[config.mk]
export PLATFORM = sky130hd
export DESIGN_NAME = idbus_master
export DESIGN_NICKNAME = d
export VERILOG_FILES = /design/src/rtl/idb_pkg.sv /design/src/rtl/idb_halftimer.sv /design/src/rtl/idb_rxshift.sv /design/src/rtl/idbus_master.sv
export SDC_FILE = /design/constraint.sdc
export NUM_CORES = 1
export LEC_CHECK = 0
export ABC_CLOCK_PERIOD_IN_PS = 2300
export BUFFER_PORTS_ARGS = -buffer_cell sky130_fd_sc_hd__buf_4
export CORE_ASPECT_RATIO = 0.5
export CORE_MARGIN = 4
export CORE_UTILIZATION = 25
export DETAILED_ROUTE_END_ITERATION = 7
export SKIP_CTS_REPAIR_TIMING = 1
export SLEW_MARGIN = 0
export SYNTH_ARGS = -nofsm -noshare
export SYNTH_HDL_FRONTEND = slang
export SYNTH_SLANG_ARGS = --single-unit
[constraint.sdc]
create_clock -name clk -period 2.3 [get_ports clk]
set_input_delay 0.46 -clock clk [delete_from_list [all_inputs] [get_ports clk]]
set_output_delay 0.46 -clock clk [all_outputs]
set_load 0.01 [all_outputs]
[src/rtl/idb_pkg.sv]
package idb_pkg;
   typedef enum logic [2:0] {
      ST_IDLE,
      ST_ADDR,
      ST_GAP,
      ST_DATA,
      ST_STOP,
      ST_ENDP
   } idb_state_e;
endpackage

[src/rtl/idb_halftimer.sv]
module idb_halftimer #(
   parameter int unsigned CNT_W = 4
) (
   input  logic             clk,
   input  logic             rst_n,
   input  logic             load,
   input  logic [CNT_W-1:0] load_val,
   output logic             tick
);
   logic [CNT_W-1:0] cnt;

   always_ff @(posedge clk or negedge rst_n) begin
      if (!rst_n)            cnt <= '0;
      else if (load)         cnt <= load_val;
      else if (cnt != '0)    cnt <= cnt - 1'b1;
   end

   assign tick = (cnt == '0);
endmodule

[src/rtl/idb_rxshift.sv]
module idb_rxshift #(
   parameter int unsigned W         = 8,
   parameter bit          LSB_FIRST = 1'b1
) (
   input  logic         clk,
   input  logic         rst_n,
   input  logic         clear,
   input  logic         shift_en,
   input  logic         bit_in,
   output logic [W-1:0] word
);
   generate
      if (W < 2) begin : g_bad_w
         $error("idb_rxshift: W must be at least 2");
      end
      if (LSB_FIRST) begin : g_lsb
         always_ff @(posedge clk or negedge rst_n) begin
            if (!rst_n)        word <= '0;
            else if (clear)    word <= '0;
            else if (shift_en) word <= {bit_in, word[W-1:1]};
         end
      end else begin : g_msb
         always_ff @(posedge clk or negedge rst_n) begin
            if (!rst_n)        word <= '0;
            else if (clear)    word <= '0;
            else if (shift_en) word <= {word[W-2:0], bit_in};
         end
      end
   endgenerate
endmodule

[src/rtl/idbus_master.sv]
module idbus_master
   import idb_pkg::*;
#(
   parameter int unsigned ADDR_W    = 8,
   parameter int unsigned DATA_W    = 8,
   parameter int unsigned HALF_PER  = 16,
   parameter int unsigned END_PULSE = 128,
   parameter bit          LSB_FIRST = 1'b1
) (
   input  logic              clk,
   input  logic              rst_n,
   input  logic              start,
   input  logic [ADDR_W-1:0] addr,
   input  logic [DATA_W-1:0] wdata,
   input  logic              rd_en,
   output logic [DATA_W-1:0] rdata,
   output logic              done,
   output logic              busy,
   output logic              bus_clk,
   output logic              bus_id,
   output logic              bus_data_pull,
   input  logic              bus_data_in
);
   localparam int unsigned MAXCNT = (HALF_PER > END_PULSE) ? HALF_PER : END_PULSE;
   localparam int unsigned CNT_W  = $clog2(MAXCNT + 1);
   localparam int unsigned MAXW   = (ADDR_W > DATA_W) ? ADDR_W : DATA_W;
   localparam int unsigned IDX_W  = $clog2(MAXW);
   localparam int unsigned LW     = $clog2(END_PULSE + 2);
   localparam logic [CNT_W-1:0] HALF_LD = CNT_W'(HALF_PER - 1);
   localparam logic [CNT_W-1:0] END_LD  = CNT_W'(END_PULSE - 1);
   localparam logic [IDX_W-1:0] LAST_A  = IDX_W'(ADDR_W - 1);
   localparam logic [IDX_W-1:0] LAST_D  = IDX_W'(DATA_W - 1);

   generate
      if (HALF_PER < 1) begin : g_chk_half
         $error("idbus_master: HALF_PER must be at least 1");
      end
      if (END_PULSE < 1) begin : g_chk_end
         $error("idbus_master: END_PULSE must be at least 1");
      end
      if (ADDR_W < 2 || DATA_W < 2) begin : g_chk_w
         $error("idbus_master: ADDR_W and DATA_W must be at least 2");
      end
   endgenerate

   // Bit order: reorder once so the shifter always sends bit 0 first
   logic [ADDR_W-1:0] addr_ord;
   logic [DATA_W-1:0] wdata_ord;
   generate
      if (LSB_FIRST) begin : g_ord_lsb
         assign addr_ord  = addr;
         assign wdata_ord = wdata;
      end else begin : g_ord_msb
         for (genvar i = 0; i < ADDR_W; i++) begin : g_a
            assign addr_ord[i] = addr[ADDR_W-1-i];
         end
         for (genvar j = 0; j < DATA_W; j++) begin : g_d
            assign wdata_ord[j] = wdata[DATA_W-1-j];
         end
      end
   endgenerate

   idb_state_e        state;
   logic              high_ph;
   logic [IDX_W-1:0]  bit_idx;
   logic [MAXW-1:0]   tx;
   logic [DATA_W-1:0] d_q;
   logic              rd_q;
   logic              clk_r, id_r, pull_r, busy_r, done_r;
   logic [DATA_W-1:0] rdata_r;
   logic [DATA_W-1:0] rx_word;
   logic              tick;
   logic              accept;
   logic              tmr_load;
   logic [CNT_W-1:0]  tmr_val;
   logic              last_bit;

   assign accept   = (state == ST_IDLE) && start;
   assign tmr_load = accept || ((state != ST_IDLE) && tick);
   assign tmr_val  = (state == ST_STOP) ? END_LD : HALF_LD;
   assign last_bit = (bit_idx == ((state == ST_ADDR) ? LAST_A : LAST_D));

   idb_halftimer #(.CNT_W(CNT_W)) u_timer (
      .clk      (clk),
      .rst_n    (rst_n),
      .load     (tmr_load),
      .load_val (tmr_val),
      .tick     (tick)
   );

   idb_rxshift #(.W(DATA_W), .LSB_FIRST(LSB_FIRST)) u_rx (
      .clk      (clk),
      .rst_n    (rst_n),
      .clear    (accept),
      .shift_en ((state == ST_DATA) && !high_ph && tick && rd_q),
      .bit_in   (bus_data_in),
      .word     (rx_word)
   );

   always_ff @(posedge clk or negedge rst_n) begin
      if (!rst_n) begin
         state   <= ST_IDLE;
         high_ph <= 1'b0;
         bit_idx <= '0;
         tx      <= '0;
         d_q     <= '0;
         rd_q    <= 1'b0;
         clk_r   <= 1'b1;
         id_r    <= 1'b1;
         pull_r  <= 1'b0;
         busy_r  <= 1'b0;
         done_r  <= 1'b0;
         rdata_r <= '0;
      end else begin
         done_r <= 1'b0;
         unique case (state)
            ST_IDLE: if (start) begin
               state   <= ST_ADDR;
               high_ph <= 1'b0;
               bit_idx <= '0;
               clk_r   <= 1'b0;
               id_r    <= 1'b0;
               busy_r  <= 1'b1;
               rd_q    <= rd_en;
               d_q     <= wdata_ord;
               tx      <= MAXW'(addr_ord);
               pull_r  <= ~addr_ord[0];
            end
            ST_ADDR, ST_DATA: if (tick) begin
               if (!high_ph) begin
                  high_ph <= 1'b1;
                  clk_r   <= 1'b1;
               end else if (last_bit) begin
                  // clock stays parked high between phases
                  if (state == ST_ADDR) begin
                     state <= ST_GAP;
                     id_r  <= 1'b1;
                  end else begin
                     state <= ST_STOP;
                  end
               end else begin
                  high_ph <= 1'b0;
                  clk_r   <= 1'b0;
                  bit_idx <= bit_idx + 1'b1;
                  tx      <= tx >> 1;
                  pull_r  <= (state == ST_DATA && rd_q) ? 1'b0 : ~tx[1];
               end
            end
            ST_GAP: if (tick) begin
               state   <= ST_DATA;
               high_ph <= 1'b0;
               bit_idx <= '0;
               clk_r   <= 1'b0;
               tx      <= MAXW'(d_q);
               pull_r  <= rd_q ? 1'b0 : ~d_q[0];
            end
            ST_STOP: if (tick) begin
               state  <= ST_ENDP;
               id_r   <= 1'b0;
               pull_r <= 1'b0;
            end
            ST_ENDP: if (tick) begin
               state  <= ST_IDLE;
               id_r   <= 1'b1;
               busy_r <= 1'b0;
               done_r <= 1'b1;
               if (rd_q) rdata_r <= rx_word;
            end
            default: state <= ST_IDLE;
         endcase
      end
   end

   assign bus_clk       = clk_r;
   assign bus_id        = id_r;
   assign bus_data_pull = pull_r;
   assign busy          = busy_r;
   assign done          = done_r;
   assign rdata         = rdata_r;

   // Strobe width monitor: cycles with identity low while clock is high
   logic [LW-1:0] low_cnt;
   always_ff @(posedge clk or negedge rst_n) begin
      if (!rst_n)                 low_cnt <= '0;
      else if (!clk_r || id_r)    low_cnt <= '0;
      else if (low_cnt != '1)     low_cnt <= low_cnt + 1'b1;
   end

   assert_idle_lines_R1: assert property (@(posedge clk) disable iff (!rst_n)
      !busy_r |-> (clk_r && id_r && !pull_r));

   assert_id_rise_clk_high_R3: assert property (@(posedge clk) disable iff (!rst_n)
      $rose(id_r) |-> clk_r);

   assert_end_width_R6: assert property (@(posedge clk) disable iff (!rst_n)
      ($rose(id_r) && !busy_r) |-> (low_cnt >= LW'(END_PULSE)));

   assert_busy_after_start_R7: assert property (@(posedge clk) disable iff (!rst_n)
      (!busy_r && start) |=> busy_r);

   assert_done_single_R7: assert property (@(posedge clk) disable iff (!rst_n)
      done_r |=> !done_r);

   assert_done_idle_R7: assert property (@(posedge clk) disable iff (!rst_n)
      done_r |-> !busy_r);

   assert_pull_hold_R9: assert property (@(posedge clk) disable iff (!rst_n)
      (clk_r && $past(clk_r) && (id_r == $past(id_r))) |-> $stable(pull_r));
endmodule

Word-level counts from Yosys, hierarchy flattened
Cells that the tools add are included.
- register bits after elaboration: 53
- bits in latches: 0
- RAM bits: 0
- bits in read-only memories: 0
- input port bits: 21
- output and inout bits: 13
- word-level logic and storage cells: 116
- memories: 0
- add/subtract/negate cells: 2
- $mul: 0
- div/mod/pow operators: 0
- order comparisons: 0
- eq/ne operators: 16
- shifts and indexed selects: 0
- mux-type cells: 53
- bitwise operators: 3
- reductions and logical operators: 28
- operators by type and width (operator ; number):
    8-bit 2-to-1 mux ; 9
    3-bit 2-to-1 mux ; 12
    8-bit case mux with 3 select lines ; 1
    1-bit 2-to-1 mux ; 23
    2-bit != test, second input constant ; 9
    3-bit case mux with 5 select lines ; 1
    7-bit AND reduction ; 2
    3-bit equality test, second input constant ; 3
    3-bit case mux with 3 select lines ; 1
    8-bit zero test ; 1
    1-bit case mux with 4 select lines ; 2
    8-bit AND reduction ; 1
    4-bit nonzero test ; 2
    8-bit nonzero test ; 1
    8-bit by 1-bit subtractor with 8-bit output, second input constant ; 1
    7-bit 2-to-1 mux ; 1
    3-bit by 2-bit equality test with 1-bit output, second input constant ; 2
    1-bit logical AND ; 6
    1-bit case mux with 3 select lines ; 2
    3-bit AND reduction ; 2
    6-bit AND reduction ; 1
    2-bit nonzero test ; 3
    3-bit nonzero test ; 2
    5-bit AND reduction ; 1
    other kinds (11) ; 13

Longest topological paths before layout
- depth after elaboration: 7
- gate-level depth with buffers: 8

Hierarchy
Synthesis repeated with hierarchy kept, for this count alone.
- cell total of the unflattened synthesis: 258
- area total of the unflattened synthesis: 2666.3 um2
- modules (own cells, without submodules) (module ; times used ; cells each ; area an instance (um2) ; sequential area each (um2)):
    idbus_master ; 1 ; 178 ; 1864.3 ; 903.4
    idb_halftimer ; 1 ; 54 ; 476.7 ; 200.2
    idb_rxshift ; 1 ; 26 ; 325.3 ; 200.2

Least setup slack after synthesis
OpenSTA, ideal clock, no wires.
- kind: register to register
- from: register u_timer.cnt[0]
- to: register bit_idx[0]
- data arrival time: 2.285 ns
- required time: 2.175 ns
- slack: -0.110 ns
- cell stages (with the launch flop): 9
- path buffers: 2
- period minus slack after synthesis: 2.410 ns
- path through: dfrtp_1 -> inv_1 -> ha_1 -> or4b_1 -> buf_2 -> o31a_1 -> or3b_1 -> buf_6 -> mux2_4
- word-level cells in the longest chain between the ends: 3
- ends and longest elaborated chain (what ; line ; text):
    start: declaration ; idb_halftimer.sv:10 ; logic [CNT_W-1:0] cnt;
    start signal: assignment ; idb_halftimer.sv:14 ; else if (load) cnt <= load_val;
    start signal: assignment ; idb_halftimer.sv:15 ; else if (cnt != '0) cnt <= cnt - 1'b1;
    8-bit zero test * ; idb_halftimer.sv:18 ; assign tick = (cnt == '0);
    2-bit != test (no line) ; -- ;
    6-bit AND reduction (no line) * ; -- ;
    end signal: assignment ; idbus_master.sv:144 ; bit_idx <= bit_idx + 1'b1;
    end: declaration ; idbus_master.sv:65 ; logic [IDX_W-1:0] bit_idx;
Every way passes the cells marked *; elsewhere a longest branch is shown, timed or not.
A chain may end at the register's enable or synchronous reset.

Final worst setup path
- from: register u_timer.cnt[0]
- to: register tx[5]
- word-level cells in the longest chain between the ends: 3
- ends and longest elaborated chain (what ; line ; text):
    8-bit zero test * ; idb_halftimer.sv:18 ;
    2-bit != test (no line) ; -- ;
    6-bit AND reduction (no line) * ; -- ;
    end signal: assignment ; idbus_master.sv:126 ; tx <= MAXW'(addr_ord);
    end signal: assignment ; idbus_master.sv:145 ; tx <= tx >> 1;
    end signal: assignment ; idbus_master.sv:154 ; tx <= MAXW'(d_q);
    end: declaration ; idbus_master.sv:66 ; logic [MAXW-1:0] tx;
Marked as above.

==> results.toml <==
[outcome]
status = "completed"

[die]
ios = 34
chipHeight_um = 81.4
die_w_um = 155
start_util = 0.260
rows = 26
dieArea_um2 = 12600
core_area_um2 = 10300

[placed_design]
placed_area_um2 = 3250
place_hpwl_um = 4310
place_inst = 431
place_ws_ps = -35.6
io_buffers = 33
globalplace.congestion = 0.767

[timing]
drv_slew = 0
tightest_slew_ps = 671
layout_setup_ws_ps = 13.3
holdWs_ps = 203
fin_skew_ps = 9.44
finalSetupTns_ps = 0
fin_crit_sh = 0.994
grt_setup_unrepaired = "yes"
timing.slew.headroom = 0.552
fmax_mhz = 437
layout_min_cycle_time_ps = 2290
finalHoldViolations = 0
setup_viol = 0

[clock_network]
clock-sinks = 52
clk_path_buf_depth = 2
cts_buffers = 5
cts-root-buf = "clkbuf_16"
cts_tree = "done"
htreeDepth = 2
insertion_delay_ps = 290
clkTransAtPathRegs_ps = 70

[global_route]
antenna_found_initial = 0
grt_pass1_wl_um = 9870
grt_max_degree = 53
grt_pass1_vias = 1929
grt_usage = 0.0971
overflow = 0

[synthesis]
synth-xor-area-share = 0.00976
synth_top_family_by_area = "multiplexers"
synthCells = 249
synth_top_area_frac = 0.465
ys.flop_type = "dfrtp_1"
yosys-top-cells-area = "dfrtp_1 46%, mux2_2 6.3%, mux2_4 3.9%, mux2i_1 3.7%, a21oi_1 3.0%"
synthMuxAreaShare = 0.151
yosysTopAreaCell = "dfrtp_1"
synth-compound-area-share = 0.149
syn-num-nets = 275
synth.avg_cell_area_um2 = 10.8
yosysWarnings = 0
yosys.area_share.simple = 0.147
yosys_register_bits = 52
syn_area_um2 = 2690
synth-edff-count = 0
synthAdderAreaFrac = 0.0232
ys_seq_area_frac = 0.484
synth-async-reset-ratio = 1.00
synth_cell_types = 50

[power]
powerDensity_nw_per_um2 = 1100
ir_drop_uv = 396
total_power_mw = 3.82
leakage_nw = 1.58

[cells_and_area]
instances_no_fill = 444
layout-drive-gt1-share = 0.342
nets = 329
syn_to_final_growth_pct = 29.0
fin_area_um2 = 3470
n_antenna_cell = 0
fin_util = 0.336
multiInputGateArea_um2 = 1310
seq_area_um2 = 1300
final.fill_count = 1061

[setup_path]
cp.arrival_ps = 2450
reg2reg_depth = 7
start_kind = "flop"
critical_path_class = "flop to flop"
cp_slowest_stage_delay_ps = 460
critPathSlowestCell = "or4b_4"
cp_max_fo = 5
required_ps = 2470
end_kind = "flop"
critical_path.cell_chain = "inv_2 -> ha_4 -> or4b_4 -> o31a_1 -> or3b_4 -> buf_6 -> mux2_4"

[detailed_routing]
via_per_inst = 4.61
drc = 0
postRouteAntennaNets = 0
drt_iter0_markers = 117
vias = 2049
drtPass1Iterations = 5
wl_per_cell_um = 13.6
drt_wl_total_um = 6030

[run]
drv_cap = 0

[hold_path]
hp-class = "input port to asynchronous set/reset pin"
[area by class of cell]
| cell class | instances | share of cell area |
|---|---|---|
| multi-input cells | 174 | 0.378 |
| well taps | 140 | 0.0504 |
| flip-flops and latches | 52 | 0.375 |
| clock buffers | 6 | 0.0371 |
| inverters | 7 | 0.00756 |
| clock inverters | 2 | 0.0101 |
| repair buffers | 63 | 0.142 |
[final timing paths]
kind / slack (ps) / to / start
min in group clk: 380 / d_q[4]$_DFFE_PN0P_ / wdata[4]
min reg2reg: 490 / d_q[0]$_DFFE_PN0P_ / d_q[0]$_DFFE_PN0P_
min: 200 / rdata[3]$_DFFE_PN0P_ / rst_n
max: 10 / tx[5]$_DFFE_PN0P_ / u_timer.cnt[0]$_DFFE_PN0P_
max reg2reg: 10 / tx[5]$_DFFE_PN0P_ / u_timer.cnt[0]$_DFFE_PN0P_
max in group asynchronous: 1640 / d_q[5]$_DFFE_PN0P_ / rst_n
[logic make-up (layout without fill, tap and decap cells)]
logic type,Yosys count,in the layout
xor gates and xnor gates,3,3
AOI/OAI and AO/OA,61,61
and+or+nand+nor,70,70
adders and majority gates,5,5
buffers and inverters,23,78
muxes,35,35
DFF,52,52
[cells in the mapped netlist (2+ instances only)]
cell type and number:
a211o_1 4, a21oi_1 16, a221oi_1 2, a22oi_1 8, a2bb2oi_1 2, a31oi_1 2
clkbuf_1 13, dfrtp_1 50, dfstp_2 2, ha_1 5, inv_1 7, mux2_1 3
mux2_2 15, mux2_4 7, mux2i_1 10, nand2_1 16, nand2b_1 3, nor2_1 15
nor2b_1 10, nor3_1 6, nor4_1 4, o21ai_0 15, or3_1 4, or3b_1 2
or4b_1 2, xnor2_1 2
[flip-flops by register name (all words and copies together) (netlist names)]
signal,count
u_rx.word,8
bus_clk,1
d_q,8
high_ph,1
u_timer.cnt,8
bus_id,1
state,3
tx,7
rdata,8
bit_idx,3
bus_data_pull,1
busy,1
done,1
rd_q,1
[critical path: cells and delay by family (launching register included)]
family                   cells  cell delay, ps
AND/OR/NAND/NOR              2             860
flip-flops                   1             390
multiplexers                 1             290
AO/OA/AOI/OAI                1             270
buffers and inverters        2             230
adder cells (fa/ha/maj)      1             130
[placed cells by master (no fill, tap or decap), types with 5 or more instances in the layout]
cell type  instances
mux2i_1           10
a21oi_1           16
nor2b_1           10
dfrtp_1           50
clkbuf_16          5
inv_1              5
nand2_1           16
nor2_1            15
nor3_1             6
mux2_4             7
mux2_2            15
buf_4             60
o21ai_0           15
a22oi_1            8
[power breakdown]
part	switching, mW	total, mW	internal (mW)
logic	0.791	1.61	0.823
clock network	0.320	0.833	0.512
registers	0.186	1.37	1.19
[layer usage]
layer,global-route usage,routed length [um],vias to the layer above
li1,-,-,1017
met5,0,0,-
met3,0.0170,153,4
met4,0.0211,40,0
met1,0.139,3110,1004
met2,0.154,2730,24
Power figures use the tool's default switching activity.
